[src/rtl/cmp_pkg.sv]
package cmp_pkg;

  typedef enum logic [1:0] {
    WIDTH_8  = 2'd0,
    WIDTH_16 = 2'd1,
    WIDTH_32 = 2'd2,
    WIDTH_64 = 2'd3
  } width_e;

  typedef enum logic [3:0] {
    CC_EQ  = 4'd0,
    CC_NE  = 4'd1,
    CC_ULT = 4'd2,
    CC_ULE = 4'd3,
    CC_UGT = 4'd4,
    CC_UGE = 4'd5,
    CC_SLT = 4'd6,
    CC_SLE = 4'd7,
    CC_SGT = 4'd8,
    CC_SGE = 4'd9
  } cond_e;

  typedef struct packed {
    logic carry;
    logic zero;
    logic sign;
    logic ovf;
  } flags_t;

  // strobes from control to datapath
  typedef struct packed {
    logic capture;
    logic pickImm;
  } strobes_t;

endpackage

[src/rtl/cmp_datapath.sv]
module cmp_datapath
  import cmp_pkg::*;
#(
  parameter int DATA_W = 64,
  parameter int IMM_W  = 32
) (
  input  logic              clk,
  input  logic              rstN,
  input  strobes_t          strb,
  input  logic [DATA_W-1:0] opA,
  input  logic [DATA_W-1:0] opB,
  input  logic [IMM_W-1:0]  imm,
  input  logic [1:0]        widthSel,
  output flags_t            flagsQ
);

  localparam int NUM_WIDTHS = 4;
  localparam int EXT_W      = DATA_W - IMM_W;

  logic [DATA_W-1:0] immExt;
  logic [DATA_W-1:0] srcB;
  flags_t            laneFlags [NUM_WIDTHS];
  flags_t            flagsD;

  assign immExt = {{EXT_W{imm[IMM_W-1]}}, imm};
  assign srcB   = strb.pickImm ? immExt : opB;

  // one subtract lane per supported width; flags come from each lane's top bit
  for (genvar i = 0; i < NUM_WIDTHS; i++) begin : g_lane
    localparam int LW = DATA_W >> (NUM_WIDTHS - 1 - i);
    logic [LW:0] diffExt;
    logic        ovfLane;

    assign diffExt = {1'b0, opA[LW-1:0]} - {1'b0, srcB[LW-1:0]};
    assign ovfLane = (opA[LW-1] ^ srcB[LW-1]) & (diffExt[LW-1] ^ opA[LW-1]);
    assign laneFlags[i] = {diffExt[LW], (diffExt[LW-1:0] == '0), diffExt[LW-1], ovfLane};
  end

  assign flagsD = laneFlags[widthSel];

  always_ff @(posedge clk) begin
    if (!rstN) begin
      flagsQ <= '0;
    end else if (strb.capture) begin
      flagsQ <= flagsD;
    end
  end

endmodule

[src/rtl/cmp_control.sv]
module cmp_control
  import cmp_pkg::*;
(
  input  logic       valid,
  input  logic       useImm,
  input  logic [3:0] condSel,
  input  flags_t     flagsQ,
  output strobes_t   strb,
  output logic       condTrue
);

  logic signedLess;

  assign strb.capture = valid;
  assign strb.pickImm = useImm;

  assign signedLess = flagsQ.sign ^ flagsQ.ovf;

  always_comb begin
    unique case (condSel)
      CC_EQ:   condTrue = flagsQ.zero;
      CC_NE:   condTrue = !flagsQ.zero;
      CC_ULT:  condTrue = flagsQ.carry;
      CC_ULE:  condTrue = flagsQ.carry | flagsQ.zero;
      CC_UGT:  condTrue = !flagsQ.carry & !flagsQ.zero;
      CC_UGE:  condTrue = !flagsQ.carry;
      CC_SLT:  condTrue = signedLess;
      CC_SLE:  condTrue = signedLess | flagsQ.zero;
      CC_SGT:  condTrue = !signedLess & !flagsQ.zero;
      CC_SGE:  condTrue = !signedLess;
      default: condTrue = 1'b0;
    endcase
  end

endmodule

[src/rtl/cmp_flag_unit.sv]
module cmp_flag_unit
  import cmp_pkg::*;
(
  input  logic        clk,
  input  logic        rstN,
  input  logic        valid,
  input  logic [63:0] opA,
  input  logic [63:0] opB,
  input  logic [31:0] imm,
  input  logic        useImm,
  input  logic [1:0]  widthSel,
  input  logic [3:0]  condSel,
  output logic        carryFlag,
  output logic        zeroFlag,
  output logic        signFlag,
  output logic        ovfFlag,
  output logic        condTrue
);

  strobes_t strb;
  flags_t   flagsQ;

  cmp_control u_control (
    .valid    (valid),
    .useImm   (useImm),
    .condSel  (condSel),
    .flagsQ   (flagsQ),
    .strb     (strb),
    .condTrue (condTrue)
  );

  cmp_datapath #(
    .DATA_W (64),
    .IMM_W  (32)
  ) u_datapath (
    .clk      (clk),
    .rstN     (rstN),
    .strb     (strb),
    .opA      (opA),
    .opB      (opB),
    .imm      (imm),
    .widthSel (widthSel),
    .flagsQ   (flagsQ)
  );

  assign carryFlag = flagsQ.carry;
  assign zeroFlag  = flagsQ.zero;
  assign signFlag  = flagsQ.sign;
  assign ovfFlag   = flagsQ.ovf;

endmodule

[config.mk]
export PLATFORM = sky130hd
export DESIGN_NAME = cmp_flag_unit
export DESIGN_NICKNAME = d
export VERILOG_FILES = /design/src/rtl/cmp_pkg.sv /design/src/rtl/cmp_datapath.sv /design/src/rtl/cmp_control.sv /design/src/rtl/cmp_flag_unit.sv
export SDC_FILE = /design/constraint.sdc
export NUM_CORES = 1
export LEC_CHECK = 0
export BUFFER_PORTS_ARGS = -buffer_cell sky130_fd_sc_hd__buf_2
export CAP_MARGIN = 25
export CORE_UTILIZATION = 42
export CTS_CLUSTER_SIZE = 25
export DETAILED_ROUTE_END_ITERATION = 8
export PLACE_DENSITY = 0.73
export SETUP_SLACK_MARGIN = 0.5
export SYNTH_ARGS = -nofsm -noshare
export SYNTH_HDL_FRONTEND = slang
export SYNTH_SLANG_ARGS = --single-unit
[constraint.sdc]
create_clock -name clk -period 4.7 [get_ports clk]
set_input_delay 0.235 -clock clk [delete_from_list [all_inputs] [get_ports clk]]
set_output_delay 0.235 -clock clk [all_outputs]
set_load 0.02 [all_outputs]
==> results.yml <==
power_and_ir_drop:
  total_power_mw: 1.26
  power.density_cell_area_nw_per_um2: 180
  p_leak_nw: 3.12
  worst_ir_drop_vdd_mv: 0.103
logic_synthesis:
  synth.cell_area_um2: 5870
  yosysTopAreaCell: "sky130_fd_sc_hd__ha_1"
  yosysWarnings: 0
  synth_top_flop_cell: "sky130_fd_sc_hd__dfxtp_1"
  synth_top_cells_by_area: "sky130_fd_sc_hd__ha_1 17%, sky130_fd_sc_hd__a21oi_1 12%, sky130_fd_sc_hd__mux2i_1 6.0%"
  synth_simple_gate_area_frac: 0.273
  synth.net_count: 1124
  synth_edf_count: 0
  synthesized_area_fraction_occupied_by_adder_cells: 0.170
  synthDistinctLibCells: 91
  synthDominantCellAreaShare: 0.170
  post_synth_xor_area_fraction: 0.0641
  synthMuxAreaShare: 0.0718
  combinational_family_with_the_most_area_after_synthesis: "compound AO/OA/AOI/OAI gates"
  synth_sequential_area_ratio: 0.0136
  synthesis.area_per_instance_um2: 6.72
  postSynth.asyncResetShare: 0
  syn-instance-count: 874
  compound_gate_portion_of_the_synthesized_area: 0.363
  seq_cells_post_synth: 4
worst_setup_path:
  reg2reg_slack_ns: 1.65
  path_buf_inv: 2
  critPathRequiredTime_ns: 4.87
  crit_path_max_incr_delay_ns: 0.53
  crit_path_cell_trace: "buf_2 -> buf_12 -> mux2i_1 -> ha_1 -> a21oi_1 -> o21a_1 -> a31o_1 -> nand3_2 -> xor2_1 -> or4_1 -> nor4_1 -> and4b_1 -> nand4_1 -> nor4_1 -> or2_1"
  crit_path_end: "u_datapath.flagsQ[2]"
  critical_path.most_common_cell: "sky130_fd_sc_hd__nor4_1"
  critPathLaunchType: "primary input"
  timing.reg2reg.worst_path_depth: 10
  critPathSlowestCell: "sky130_fd_sc_hd__or4_1"
  critical_path_peak_fanout: 31
  cp-end-kind: "register"
  rr_endpoint: "u_datapath.flagsQ[2]"
  worst_path_dominant_cell_family: "simple AND/OR/NAND/NOR gates"
  worstSetupStartpoint: "useImm"
  critical_path.reg2reg.startpoint: "u_datapath.flagsQ[2]"
  timing_worst_setup_path_type: "primary input to register"
  cp_data_arrival_time_ns: 4.04
  crit_cells: 15
timing:
  slew-limit-headroom: 0.480
  unrepaired_setup_endpoints_after_global_routing: "no"
  worst_skew_ns: 0
  fin_tns_setup_ns: 0
  least_margin_pin_slew_ns: 0.772
  timing_max_transition_violations_final: 0
  layout_min_cycle_time_ns: 3.87
  finalSetupViolCount: 0
  finalWorstSetupSlack_ns: 0.828
  finalHoldWorstSlack_ns: 0.291
  clock.fmax_mhz: 258
  timing.final.crit_share: 0.824
  final-hold-violation-count: 0
min_path:
  hp-class: "primary input to register"
global_routing:
  via_count_of_the_first_global_routing_pass: 6595
  gr-total-overflow: 0
  grt_first_pass_wirelength_mm: 32.0
  grt.total_usage: 0.270
  pin_count_of_the_biggest_net_entering_global_routing: 34
  grt_antenna_before_repair: 0
route:
  via_count: 7344
  route.detailed.drc: 0
  routedWlPerCell_um: 16.5
  drt_pre_antenna_iters: 6
  detail_route.wirelength_mm: 20.0
  viasPerCell: 6.06
  postRouteAntennaNets: 0
  drt_iter0_markers: 690
final_layout:
  fin_area_um2: 7010
  area.sequential_um2: 80.1
  regs_by_ff_count: "u_datapath.flagsQ (4)"
  syn_to_final_growth_pct: 19.4
  final_core_util: 0.521
  top_library_cells_by_usage_in_the_layout_fill_and_taps_aside: "174 x sky130_fd_sc_hd__buf_2, 136 x sky130_fd_sc_hd__a21oi_1, 93 x sky130_fd_sc_hd__nand2_1"
  layout_commonest_cell: "sky130_fd_sc_hd__buf_2"
  filler_cell_count: 1407
  multi_input_logic_area_um2: 5540
  instances_no_fill: 1211
  finish.net_count: 1287
  post_route_cells_drive_above_1_share: 0.220
  largest_register_ffs: 4
  antennaDiodeCount: 0
  registers.top_by_ff_count: "u_datapath.flagsQ"
place:
  port_buffers: 174
  detailedPlace.worstSlack_ns: 0.642
  placed_area_um2: 6930
  dp_hpwl_mm: 17.1
  dpl.cell_count: 1208
  gp_congestion: 1.05
flow_run:
  max_cap_viol_count: 0
cts:
  clk_path_buf_depth: 2
  cts_tree: "built"
  cts-hold-fix-buffers: 0
  tritoncts_num_sinks: 4
  cts_htree_levels: 1
  clock-root-buffer: "sky130_fd_sc_hd__clkbuf_16"
  clkTransAtPathRegs_ns: 0.03
  worstSkewPairLatency_ns: 0.22
  tritoncts.num_buffers: 3
die:
  floorplan.core_area_um2: 13500
  rows: 42
  die-height_um: 120
  chipWidth_um: 120
  starting_density_of_the_core: 0.437
  io_pins: 175
  die_area_um2: 14500
status:
  run_status: "finished clean"
==> synthesized netlist by cell type (3+ instances only) <==
cell type and instances:
sky130_fd_sc_hd__clkbuf_1 17, sky130_fd_sc_hd__nand2b_1 6, sky130_fd_sc_hd__and3_1 8, sky130_fd_sc_hd__nand3_1 24, sky130_fd_sc_hd__nor3_1 22, sky130_fd_sc_hd__nand3b_1 3, sky130_fd_sc_hd__dfxtp_1 4, sky130_fd_sc_hd__o2111ai_1 3
sky130_fd_sc_hd__a41oi_1 4, sky130_fd_sc_hd__nor2b_1 9, sky130_fd_sc_hd__nor4_1 10, sky130_fd_sc_hd__buf_2 3, sky130_fd_sc_hd__or3_1 4, sky130_fd_sc_hd__mux2i_1 35, sky130_fd_sc_hd__a211oi_1 13, sky130_fd_sc_hd__a31oi_1 12
sky130_fd_sc_hd__xor2_1 15, sky130_fd_sc_hd__buf_6 3, sky130_fd_sc_hd__ha_1 80, sky130_fd_sc_hd__mux2_2 3, sky130_fd_sc_hd__a21oi_1 136, sky130_fd_sc_hd__a221oi_1 5, sky130_fd_sc_hd__nor2_1 72, sky130_fd_sc_hd__and2_1 4
sky130_fd_sc_hd__o21a_1 18, sky130_fd_sc_hd__o21ai_1 5, sky130_fd_sc_hd__buf_1 4, sky130_fd_sc_hd__o21ai_0 58, sky130_fd_sc_hd__nor3b_1 3, sky130_fd_sc_hd__a221o_1 4, sky130_fd_sc_hd__clkbuf_8 3, sky130_fd_sc_hd__inv_1 23
sky130_fd_sc_hd__o211a_1 3, sky130_fd_sc_hd__nand2_1 93, sky130_fd_sc_hd__a31o_2 3, sky130_fd_sc_hd__o21bai_1 4, sky130_fd_sc_hd__nand4_1 33, sky130_fd_sc_hd__a21o_1 10, sky130_fd_sc_hd__a311oi_1 3, sky130_fd_sc_hd__nand4b_1 4
sky130_fd_sc_hd__xnor2_1 28, sky130_fd_sc_hd__o211ai_1 9, sky130_fd_sc_hd__or2_2 6
==> report_power, final <==
group	internal, mW	leakage [nW]	switching (mW)
sequential	0.0370	0.0328	0.00264
clock	0.109	0.0370	0.0232
combinational	0.440	3.05	0.652
total	0.586	3.12	0.678
==> worst reg2reg max path: stages (launching register included) <==
cell and delay [ns]:
sky130_fd_sc_hd__dfxtp_1 0.42, sky130_fd_sc_hd__o211a_1 0.21, sky130_fd_sc_hd__o21ai_0 0.14, sky130_fd_sc_hd__a221oi_2 0.31, sky130_fd_sc_hd__nand4b_1 0.23, sky130_fd_sc_hd__or4_1 0.45, sky130_fd_sc_hd__nor4_1 0.33, sky130_fd_sc_hd__and4b_1 0.38
sky130_fd_sc_hd__nand4_1 0.15, sky130_fd_sc_hd__nor4_1 0.25, sky130_fd_sc_hd__or2_1 0.12
==> per-layer routing <==
layer	vias up	wire length, um	global-route usage
met5	-	0	0
met4	0	286	0.0448
met3	26	1520	0.0198
met2	305	8720	0.443
met1	3328	9440	0.387
li1	3685	-	-
==> logic make-up (layout without fill, tap and decap cells) <==
kind of cell	Yosys count	in the layout
AND/OR/NAND/NOR	318	318
adder cells (fa/ha/maj)	80	80
flip-flops	4	4
AO/OA/AOI/OAI	335	335
multiplexers	40	40
buffers and inverters	54	215
XOR/XNOR	43	43
==> final cells by class <==
type,count,area share
multi-input combinational,816,0.790
timing repair buffer,189,0.144
tap,176,0.0314
inverter,23,0.0123
sequential,4,0.0114
clock buffer,3,0.0107
==> how the worst min path moves through the flow <==
stage               slack, ns                  from                   end  depth (start not counted)
global placement         0.50  u_datapath.flagsQ[3]  u_datapath.flagsQ[3]                          2
floorplan                0.35                  rstN  u_datapath.flagsQ[0]                          1
global route             0.31                  rstN  u_datapath.flagsQ[0]                          2
detailed placement       0.50  u_datapath.flagsQ[3]  u_datapath.flagsQ[3]                          2
CTS                      0.29                  rstN  u_datapath.flagsQ[0]                          2
finish                   0.29                  rstN  u_datapath.flagsQ[0]                          2
==> what timing repair did <==
item                       4_1_cts  5_1_grt
setup buffers                    0        0
setup endpoints to repair        0        1
gates resized for setup          0        2
(Power assumes the default switching activity.)
